### src/rtl/igu_pkg.sv
package igu_pkg;
   typedef enum logic {CLS_ALU = 1'b0, CLS_MAC = 1'b1} igu_cls_e;

   function automatic int igu_max(input int a, input int b);
      return (a > b) ? a : b;
   endfunction

   function automatic int igu_idx_w(input int mac_units, input int alu_units);
      int m;
      m = igu_max(mac_units, alu_units);
      return (m <= 2) ? 1 : $clog2(m);
   endfunction
endpackage

### src/rtl/igu_hazard.sv
module igu_hazard #(
   parameter int SLOTS = 4,
   parameter int REG_W = 4
) (
   input  logic [SLOTS*REG_W-1:0] src_a,
   input  logic [SLOTS*REG_W-1:0] src_b,
   input  logic [SLOTS*REG_W-1:0] dst,
   output logic [SLOTS-1:0]       raw,
   output logic [SLOTS-1:0]       waw
);
   // pair-wise compare of every younger slot against every older slot
   for (genvar k = 0; k < SLOTS; k++) begin : g_young
      logic [REG_W-1:0] sa_k, sb_k, d_k;
      assign sa_k = src_a[k*REG_W +: REG_W];
      assign sb_k = src_b[k*REG_W +: REG_W];
      assign d_k  = dst[k*REG_W +: REG_W];
      if (k == 0) begin : g_first
         assign raw[k] = 1'b0;
         assign waw[k] = 1'b0;
      end else begin : g_rest
         logic [k-1:0] raw_hit, waw_hit;
         for (genvar j = 0; j < k; j++) begin : g_old
            logic [REG_W-1:0] d_j;
            assign d_j        = dst[j*REG_W +: REG_W];
            assign raw_hit[j] = (sa_k == d_j) || (sb_k == d_j);
            assign waw_hit[j] = (d_k == d_j);
         end
         assign raw[k] = |raw_hit;
         assign waw[k] = |waw_hit;
      end
   end
endmodule

### src/rtl/igu_resource.sv
module igu_resource #(
   parameter int SLOTS     = 4,
   parameter int MAC_UNITS = 2,
   parameter int ALU_UNITS = 2,
   parameter int IDX_W     = 1
) (
   input  logic [SLOTS-1:0]       is_mac,
   output logic [SLOTS-1:0]       over,
   output logic [SLOTS*IDX_W-1:0] ord
);
   localparam int CNT_W = $clog2(SLOTS + 1);

   for (genvar k = 0; k < SLOTS; k++) begin : g_slot
      logic [CNT_W-1:0] n_mac, n_alu;
      always_comb begin
         n_mac = '0;
         for (int j = 0; j < k; j++) begin
            n_mac = n_mac + CNT_W'(is_mac[j]);
         end
         n_alu = CNT_W'(k) - n_mac;
      end
      assign over[k] = is_mac[k] ? (int'(n_mac) >= MAC_UNITS)
                                 : (int'(n_alu) >= ALU_UNITS);
      assign ord[k*IDX_W +: IDX_W] = is_mac[k] ? IDX_W'(n_mac) : IDX_W'(n_alu);
   end
endmodule

### src/rtl/igu_bypass.sv
module igu_bypass #(
   parameter int SLOTS         = 4,
   parameter int REG_W         = 4,
   parameter bit BYP_LAST_ONLY = 1'b0
) (
   input  logic [SLOTS*REG_W-1:0] src_a,
   input  logic [SLOTS*REG_W-1:0] src_b,
   input  logic [SLOTS*REG_W-1:0] prev_dst,
   input  logic [SLOTS-1:0]       prev_vld,
   output logic [SLOTS-1:0]       byp_a,
   output logic [SLOTS-1:0]       byp_b
);
   logic [SLOTS-1:0] prod;

   // choose which producers of the previous group may forward
   if (BYP_LAST_ONLY) begin : g_last
      for (genvar j = 0; j < SLOTS; j++) begin : g_tail
         if (j == SLOTS - 1) begin : g_end
            assign prod[j] = prev_vld[j];
         end else begin : g_mid
            assign prod[j] = prev_vld[j] & ~prev_vld[j+1];
         end
      end
   end else begin : g_all
      assign prod = prev_vld;
   end

   for (genvar k = 0; k < SLOTS; k++) begin : g_cons
      logic [SLOTS-1:0] hit_a, hit_b;
      for (genvar j = 0; j < SLOTS; j++) begin : g_prod
         assign hit_a[j] = prod[j] && (src_a[k*REG_W +: REG_W] == prev_dst[j*REG_W +: REG_W]);
         assign hit_b[j] = prod[j] && (src_b[k*REG_W +: REG_W] == prev_dst[j*REG_W +: REG_W]);
      end
      assign byp_a[k] = |hit_a;
      assign byp_b[k] = |hit_b;
   end
endmodule

### src/rtl/igu_group.sv
module igu_group
   import igu_pkg::*;
#(
   parameter int SLOTS         = 4,
   parameter int REG_W         = 4,
   parameter int MAC_UNITS     = 2,
   parameter int ALU_UNITS     = 2,
   parameter bit BYP_LAST_ONLY = 1'b0,
   localparam int CNT_W        = $clog2(SLOTS + 1),
   localparam int IDX_W        = igu_idx_w(MAC_UNITS, ALU_UNITS),
   localparam int UID_W        = IDX_W + 1
) (
   input  logic                   clk,
   input  logic                   rst_n,
   input  logic                   stall,
   input  logic [SLOTS-1:0]       win_vld,
   input  logic [SLOTS-1:0]       win_mac,
   input  logic [SLOTS*REG_W-1:0] win_src_a,
   input  logic [SLOTS*REG_W-1:0] win_src_b,
   input  logic [SLOTS*REG_W-1:0] win_dst,
   output logic [CNT_W-1:0]       pop_cnt,
   output logic [CNT_W-1:0]       grp_size,
   output logic [SLOTS-1:0]       grp_vld,
   output logic [SLOTS*UID_W-1:0] grp_unit,
   output logic [SLOTS-1:0]       grp_byp_a,
   output logic [SLOTS-1:0]       grp_byp_b
);
   // elaboration-time parameter checks
   if (SLOTS < 1 || SLOTS > 8) begin : g_bad_slots
      $error("igu_group: SLOTS must lie in 1..8");
   end
   if (REG_W < 1 || REG_W > 8) begin : g_bad_regw
      $error("igu_group: REG_W must lie in 1..8");
   end
   if (MAC_UNITS < 1 || ALU_UNITS < 1) begin : g_bad_units
      $error("igu_group: at least one unit of each class is required");
   end
   if ((1 << IDX_W) < igu_max(MAC_UNITS, ALU_UNITS)) begin : g_bad_idx
      $error("igu_group: unit index field too narrow");
   end

   logic [SLOTS-1:0]       raw, waw, over, byp_a, byp_b;
   logic [SLOTS*IDX_W-1:0] ord;
   logic [SLOTS-1:0]       fit, take;
   logic [CNT_W-1:0]       size_d;
   logic [SLOTS*UID_W-1:0] unit_d;
   logic [SLOTS*REG_W-1:0] dst_q;

   igu_hazard #(.SLOTS(SLOTS), .REG_W(REG_W)) u_hazard (
      .src_a (win_src_a),
      .src_b (win_src_b),
      .dst   (win_dst),
      .raw   (raw),
      .waw   (waw)
   );

   igu_resource #(
      .SLOTS(SLOTS), .MAC_UNITS(MAC_UNITS), .ALU_UNITS(ALU_UNITS), .IDX_W(IDX_W)
   ) u_resource (
      .is_mac (win_mac),
      .over   (over),
      .ord    (ord)
   );

   igu_bypass #(
      .SLOTS(SLOTS), .REG_W(REG_W), .BYP_LAST_ONLY(BYP_LAST_ONLY)
   ) u_bypass (
      .src_a    (win_src_a),
      .src_b    (win_src_b),
      .prev_dst (dst_q),
      .prev_vld (grp_vld),
      .byp_a    (byp_a),
      .byp_b    (byp_b)
   );

   // in-order prefix: a slot issues only if every older slot issued
   assign fit = win_vld & ~raw & ~waw & ~over;
   for (genvar k = 0; k < SLOTS; k++) begin : g_take
      if (k == 0) begin : g_head
         assign take[k] = fit[k];
      end else begin : g_chain
         assign take[k] = take[k-1] & fit[k];
      end
      assign unit_d[k*UID_W +: UID_W] =
         take[k] ? {win_mac[k], ord[k*IDX_W +: IDX_W]} : '0;
   end

   always_comb begin
      size_d = '0;
      for (int k = 0; k < SLOTS; k++) begin
         size_d = size_d + CNT_W'(take[k]);
      end
   end

   assign pop_cnt = stall ? '0 : size_d;

   always_ff @(posedge clk) begin
      if (!rst_n) begin
         grp_size  <= '0;
         grp_vld   <= '0;
         grp_unit  <= '0;
         grp_byp_a <= '0;
         grp_byp_b <= '0;
         dst_q     <= '0;
      end else if (!stall) begin
         grp_size  <= size_d;
         grp_vld   <= take;
         grp_unit  <= unit_d;
         grp_byp_a <= byp_a & take;
         grp_byp_b <= byp_b & take;
         dst_q     <= win_dst;
      end
   end
endmodule

### config.mk
export PLATFORM = sky130hd
export DESIGN_NAME = igu_group
export DESIGN_NICKNAME = d
export VERILOG_FILES = /design/src/rtl/igu_pkg.sv /design/src/rtl/igu_hazard.sv /design/src/rtl/igu_resource.sv /design/src/rtl/igu_bypass.sv /design/src/rtl/igu_group.sv
export SDC_FILE = /design/constraint.sdc
export NUM_CORES = 1
export LEC_CHECK = 0
export BUFFER_PORTS_ARGS = -buffer_cell sky130_fd_sc_hd__buf_2
export CORE_ASPECT_RATIO = 1.4
export CORE_MARGIN = 3
export CORE_UTILIZATION = 55
export CTS_CLUSTER_DIAMETER = 60
export CTS_CLUSTER_SIZE = 24
export DETAILED_ROUTE_END_ITERATION = 12
export HOLD_SLACK_MARGIN = 0.15
export PLACE_DENSITY = 0.8
export SLEW_MARGIN = 20
export SYNTH_ARGS = -nofsm -noshare
export SYNTH_HDL_FRONTEND = slang
export SYNTH_SLANG_ARGS = --single-unit
### constraint.sdc
create_clock -name clk -period 5.9 [get_ports clk]
set_input_delay 0.885 -clock clk [delete_from_list [all_inputs] [get_ports clk]]
set_output_delay 0.885 -clock clk [all_outputs]
set_load 0.005 [all_outputs]
==> results.toml, run 1 <==
[yosys]
synth_top_area_share_pct = 29.9
netlist_instances = 515
synth_area_sq_um = 4240
ys.flop_type = "dfxtp_1"
yosysSeqAreaShare_pct = 17.9
yosysUniqueCellTypes = 38
synth_area_per_cell_sq_um = 8.23
ys_top_cells_by_count = "xor2_1 (145), xnor2_1 (57), buf_2 (42)"
ys_ff_latch = 38
async_flop_share_pct = 0
synth_edf_count = 0
ys_top_cells_by_area = "xor2_1 (30%), dfxtp_1 (18%), xnor2_1 (12%)"
synth_top_cell_by_area = "xor2_1"
yosysWarnings = 0
synth_most_common_cell = "xor2_1"
synth_nets = 579

[timing]
min_period_ps = 4050
maxSlewHeadroom_pct = 35.8
finalHoldViolCount = 0
period_share_pct = 68.6
finClkSkew_ps = 11.7
tns_ps = 0
setup_viol = 0
worst_pin_slew_ps = 963
rsz0062_at_grt = "false"
slew_violations = 0
clock.fmax_ghz = 0.247

[pwr]
power.density_nw_per_um2 = 162
vdd_drop_max_mv = 0.125
p_comb_share_pct = 32.5
internal-power_mw = 0.470
p_sw_share_pct = 35.9
p_clk_share_pct = 26.3
p_sw_mw = 0.263
seqPwrFrac_pct = 41.2
p_leak_nw = 1.98

[run_status]
status = "finished, final reports clean"

[setup_path]
critical_path_required_ps = 5020
end_kind = "output port"
r2r_setup_slack_ps = 3970
critPathLaunchType = "input port"
crit_arrival_ps = 3160
path_max_fanout = 4
crit_type = "in -> out"

[floorplanning]
die_area_sq_um = 8810
die_x_um = 80.2
start_util_pct = 57.2
std_cell_rows = 37
num_io_pins = 85
core_sq_um = 7410
die_h_um = 110

[layout]
antenna_cells = 0
area_growth_pct = 6.43
multi_input_area_sq_um = 3100
seq_area_sq_um = 761
n_fill_cell = 690
finalCoreUtilization_pct = 60.9
final_nets = 601
drive_above_1_share_pct = 19.3

[run]
cap_violations = 0

[cts]
cts_root_buf = "clkbuf_8"
clockBufferDepth = 2
ctsHoldBuffers = 0
clock_latency_ps = 300
post_cts_buffers = 0
cts_sinks = 38
cts_resized = 0
clkTransAtPathRegs_ps = 70
cts_tree = "done"
htree_levels = 2
numCtsBuffers = 5

[placement]
gp_congestion = 0.985
port_buffers = 83
dp_hpwl_um = 8820

[detailed_routing]
drc_errors = 0
avgViaCountPerCell = 5.76
drtPass1Iterations = 4
routed_wl_um = 11800
routedWlPerCell_um = 18.5
ant_nets = 0
routed-via-count = 3660
dr.first_iter.drc_count = 235

[grt]
grt-busiest-layer = "met2"
grtUsageTotal_pct = 27.6
grtUsageMet2_pct = 47.8
overflow = 0
use_met3_pct = 5.82
grt_pass1_vias = 3676
grt_pass1_wl_um = 18700
use_met1_pct = 31.3
grt_antenna_before_repair = 0
grt_max_degree = 45

[worst_hold_path]
hold_path.class = "reg -> reg"
==> power by group through the flow <==
stage / sequential [mW] / combinational, mW / clock, mW
after global routing: 0.302 / 0.264 / 0.205
after global placement: 0.306 / 0.227 / 0
after floorplan: 0.274 / 0.214 / 0
final: 0.302 / 0.238 / 0.193
after detailed placement: 0.307 / 0.237 / 0
after CTS: 0.300 / 0.238 / 0.194
==> cells by family (layout without fill, tap and decap cells) <==
family / after synthesis / count (layout) / share of synthesized area (%)
multiplexers: 17 / 17 / 4.01
XOR/XNOR: 202 / 202 / 41.7
buffers and inverters: 74 / 97 / 9.00
adder cells (fa/ha/maj): 5 / 5 / 1.65
flip-flops: 38 / 38 / 17.9
other: 1 / 1 / 0.0884
AND/OR/NAND/NOR: 142 / 142 / 19.2
AO/OA/AOI/OAI: 36 / 36 / 6.37
==> worst paths after layout <==
| check | startpoint | endpoint | cells after the start |
|---|---|---|---|
| setup / recovery | win_mac[0] | pop_cnt[1] | 12 |
| hold / removal | grp_byp_b[2] | grp_byp_b[2] | 2 |
| setup reg to reg | dst_q[12] | grp_byp_a[3] | 4 |
| hold reg to reg | grp_byp_b[2] | grp_byp_b[2] | 2 |
==> critical path, stage by stage <==
cell and delay, ps:
buf_2 130, fa_1 430, xor2_1 150, nand2_1 130, nor4_1 220, nand4_1 210, o21a_1 210, nor2_1 90
ha_1 160, ha_1 230, nor2b_1 140, buf_2 170
==> registers in the layout, indices dropped and copies added, names as in the netlist <==
signal / count
dst_q: 16
grp_byp_a: 4
grp_byp_b: 4
grp_size: 3
grp_unit: 7
grp_vld: 4
==> area by class of cell <==
cell class	count	share of cell area, %
clock inverters	2	0.277
clock buffers	6	1.83
repair buffers	83	9.20
multi-input cells	403	68.6
inverters	6	0.499
flip-flops and latches	38	16.9
well taps	97	2.69
==> layout by cell type, fill, tap and decap left out <==
cell type and n:
ha_1 4, nor2_1 3, a21oi_1 4, inv_1 6
nand4bb_4 2, dfxtp_1 38, o21a_1 3, a21boi_2 1
clkinv_2 1, o21ai_0 4, a21boi_0 4, buf_2 83
mux2i_1 17, nand4_1 8, clkinvlp_4 1, clkbuf_8 6
nor4_4 1, o41ai_1 3, fa_1 1, a21boi_1 2
a31o_2 2, xor2_1 145, o21ai_2 4, a31oi_1 4
and2_1 6, or2_4 1, nand2_1 30, a22oi_1 1
conb_1 1, nand3_1 20, a41o_2 2, nor3_1 21
nor2b_1 24, xnor2_1 57, a311oi_1 2, nor4_1 26
==> metal layers <==
metal / wire length (um) / vias up / part of all wire, %
li1: - / 1725 / -
met1: 4560 / 1751 / 39
met2: 5850 / 152 / 50
met3: 902 / 32 / 7.7
met4: 441 / 0 / 3.8
met5: 0 / - / 0
==> stage by stage <==
stage	power, mW	area (sq um)	hold WS (ps)	setup WS (ps)	std cells
CTS	0.732	4510	468	1860	635
global route	0.771	4510	499	1720	635
detailed placement	0.543	4420	456	1870	627
global placement	0.533	4420	456	1940	627
floorplan	0.488	4240	460	2390	515
finish	0.733	4510	469	1850	635
Note: power is estimated with default switching activity, not from simulation.
==> run 2, diff against run 1 <==
- clock period: 5.9 -> 3.85 ns (I/O delays scaled with it)
==> results.toml, run 2 (synthesis results as in run 1) <==
[run_status]
status = "finished, final reports clean"

[timing]
maxSlewHeadroom_pct = 54.3
clock.fmax_ghz = 0.293
finClkSkew_ps = 5.91
worst_hold_slack_ps = 472
finalHoldViolCount = 0
fin_ws_ps = 437
setup_viol = 0
worst_pin_slew_ps = 685
tns_ps = 0
rsz0062_at_grt = "false"
min_period_ps = 3410
slew_violations = 0
period_share_pct = 88.7

[placement]
dp_cells = 628
dp_hpwl_um = 8830
place_worst_setup_slack_ps = 482
gp_congestion = 0.985
placed_cell_area_sq_um = 4430
port_buffers = 83

[grt]
use_met3_pct = 5.16
grtUsageMet2_pct = 47.3
grt_antenna_before_repair = 0
grt-busiest-layer = "met2"
grtUsageTotal_pct = 27.3
use_met1_pct = 30.6
grt_pass1_vias = 3694
grt_max_degree = 44
grt_pass1_wl_um = 18700
overflow = 0

[floorplanning]
die_h_um = 110
die_area_sq_um = 8810
std_cell_rows = 37
num_io_pins = 85
core_sq_um = 7410
die_x_um = 80.2
start_util_pct = 57.2

[cts]
numCtsBuffers = 5
htree_levels = 2
ctsHoldBuffers = 0
clock_latency_ps = 300
cts_tree = "done"
clkTransAtPathRegs_ps = 70
post_cts_buffers = 0
cts_root_buf = "clkbuf_8"
cts_resized = 0
cts_sinks = 38
clockBufferDepth = 2

[pwr]
power.density_nw_per_um2 = 247
p_leak_nw = 1.99
p_total_mw = 1.11
vdd_drop_max_mv = 0.143

[layout]
drive_above_1_share_pct = 19.2
final_area_sq_um = 4510
largestRegisters = "dst_q (16), grp_unit (7)"
area_growth_pct = 6.31
fin_cells = 634
antenna_cells = 0
finalCoreUtilization_pct = 60.9
regMostFlops = "dst_q"
final_cell_mix = "xor2_1 (145), buf_2 (83), xnor2_1 (57)"
layout_commonest_cell = "xor2_1"
largest_reg_flops = 16
final_nets = 602

[detailed_routing]
ant_nets = 0
routed_wl_um = 11900
drtPass1Iterations = 5
dr.first_iter.drc_count = 215
routed-via-count = 3731
avgViaCountPerCell = 5.88
routedWlPerCell_um = 18.7
drc_errors = 0

[setup_path]
critical_path_required_ps = 3270
crit_type = "in -> out"
crit_buf_inv = 2
worstPathCellList = "buf_2 -> fa_1 -> xor2_1 -> nand2_1 -> nor4_1 -> nand4_1 -> o21a_1 -> nor2_1 -> ha_1 -> ha_1 -> nor2b_1 -> buf_2"
slowest_stage = "fa_1"
crit_arrival_ps = 2840
end_kind = "output port"
path_max_fanout = 4
max_stage_delay_ps = 430
critPathLaunchType = "input port"
crit_family = "adder cells"

[worst_hold_path]
hold_path.class = "reg -> reg"

[run]
cap_violations = 0
[run 2: layout make-up]
| class | instances | area [sq um] |
|---|---|---|
| fill | 671 | 2900 |
| tap | 97 | 121 |
| inverter | 6 | 22.5 |
| multi-input combinational | 403 | 3100 |
| timing repair buffer | 84 | 423 |
| sequential | 38 | 761 |
| clock buffer | 6 | 82.6 |
[run 2: final timing paths]
| check | start | to | slack (ps) | cells after the start |
|---|---|---|---|---|
| worst max-delay path | win_mac[0] | pop_cnt[1] | 440 | 12 |
| worst min-delay path | grp_byp_a[2] | grp_byp_a[2] | 470 | 2 |
| worst max register to register | dst_q[12] | grp_byp_b[3] | 1970 | 4 |
| worst min register to register | grp_byp_a[2] | grp_byp_a[2] | 470 | 2 |
[run 2: where the power goes]
part,switching [mW],internal (mW)
clock network,0.144,0.138
logic,0.199,0.169
registers,0.0561,0.407
[run 2: per-layer routing]
metal	up-vias	wire (um)
li1	1720	-
met1	1770	4660
met2	199	5790
met3	42	880
met4	0	542
met5	-	0
[run 2: worst register-to-register path, stage by stage, from the launching register on]
cell and delay [ps]:
dfxtp_1 760, xor2_1 210, nor4_1 80, o41ai_1 640
o21ai_2 70
==> run 3, diff against run 2 <==
- MAX_ROUTING_LAYER: default -> met4
==> results.toml, run 3 (synthesis results as in run 1) <==
[detailed_routing]
avgViaCountPerCell = 5.82
routed_wl_um = 11800
dr.first_iter.drc_count = 191
routed-via-count = 3693
drc_errors = 0
routedWlPerCell_um = 18.7
ant_nets = 0
drtPass1Iterations = 4

[timing]
finalHoldViolCount = 0
period_share_pct = 89.0
worst_pin_slew_ps = 973
finClkSkew_ps = 13.1
clock.fmax_ghz = 0.292
fin_ws_ps = 422
min_period_ps = 3430
worst_hold_slack_ps = 466
rsz0062_at_grt = "false"
setup_viol = 0
maxSlewHeadroom_pct = 35.1
tns_ps = 0
slew_violations = 0

[run]
cap_violations = 0

[layout]
layout_commonest_cell = "xor2_1"
antenna_cells = 0
regMostFlops = "dst_q"
final_nets = 601
final_area_sq_um = 4530
area_growth_pct = 6.85
largest_reg_flops = 16
final_cell_mix = "xor2_1 (145), buf_2 (83), xnor2_1 (57)"
largestRegisters = "dst_q (16), grp_unit (7)"
fin_cells = 634
drive_above_1_share_pct = 19.2

[setup_path]
r2r_setup_slack_ps = 1860
end_kind = "output port"
reg2reg_from = "dst_q[14]"
r2r_cells = 5
crit_arrival_ps = 2850
crit_type = "in -> out"
worstSetupEndpoint = "pop_cnt[1]"
critical_path_required_ps = 3270
r2r_end = "grp_byp_a[3]"
path_max_fanout = 10
critPathLaunchType = "input port"
crit_start = "win_dst[1]"

[placement]
dp_hpwl_um = 8820
port_buffers = 83
gp_congestion = 0.985
placed_cell_area_sq_um = 4420
place_worst_setup_slack_ps = 474
dp_cells = 627

[cts]
clock_latency_ps = 300
post_cts_buffers = 0
clkTransAtPathRegs_ps = 80
numCtsBuffers = 5
ctsHoldBuffers = 0
cts_sinks = 38
clockBufferDepth = 2
cts_tree = "done"
htree_levels = 2
cts_root_buf = "clkbuf_8"
cts_resized = 0

[pwr]
power.density_nw_per_um2 = 262
p_leak_nw = 1.99
vdd_drop_max_mv = 0.201

[floorplanning]
num_io_pins = 85
core_sq_um = 7410
die_x_um = 80.2
start_util_pct = 57.2
die_h_um = 110
std_cell_rows = 37
die_area_sq_um = 8810

[worst_hold_path]
hold_path.class = "reg -> reg"

[run_status]
status = "finished, final reports clean"

[grt]
grtUsageTotal_pct = 28.2
grt_antenna_before_repair = 0
grt_pass1_wl_um = 18700
overflow = 0
grt_max_degree = 45
grt_pass1_vias = 3657
-- run 3: cell types whose count changed in the layout (fill, tap and decap cells not counted) --
cell	delta
bufinv_16	+1
buf_4	-1
-- run 3: final cells by class --
cell class	count	area, sq um
timing repair buffer	83	415
inverter	6	22.5
clock buffer	6	82.6
tap	97	121
sequential	38	761
clock inverter	1	30.0
multi-input combinational	403	3100
fill	676	2880
-- run 3: worst min-delay path by stage --
stage	start	endpoint	cells past startpoint
6_report	grp_byp_b[2]	grp_byp_b[2]	2
4_1_cts	grp_byp_b[2]	grp_byp_b[2]	2
5_1_grt	grp_byp_b[2]	grp_byp_b[2]	2
3_5_place_dp	grp_byp_b[2]	grp_byp_b[2]	2
2_1_floorplan	grp_byp_a[2]	grp_byp_a[2]	2
3_3_place_gp	grp_byp_b[2]	grp_byp_b[2]	2
-- run 3: layer usage --
| layer | GRT usage (%) | vias to the layer above | part of all wire, % |
|---|---|---|---|
| li1 | - | 1718 | - |
| met1 | 31.7 | 1754 | 40 |
| met2 | 47.3 | 171 | 48 |
| met3 | 3.93 | 50 | 6.5 |
| met4 | 16.1 | 0 | 5.5 |
| met5 | - | - | 0 |
-- run 3: stage by stage --
stage	utilization, %	power, mW
floorplan	-	0.748
global placement	59.6	0.817
detailed placement	59.6	0.832
CTS	61.2	1.19
global route	61.2	1.24
finish	61.2	1.19
-- run 3: where the power goes --
group	total [mW]	switching (mW)	internal, mW	leakage (nW)
combinational	0.365	0.196	0.169	1.63
sequential	0.463	0.0560	0.407	0.310
clock	0.359	0.151	0.208	0.0573
-- run 3: worst max-delay path: stages --
cell     delay (ps)
buf_2           200
xor2_1          190
nor4_1          660
nor4_4           90
nand4_1         170
o21a_1          150
nor2_1           40
ha_1            180
ha_1            270
nor2b_1         140
buf_2           170
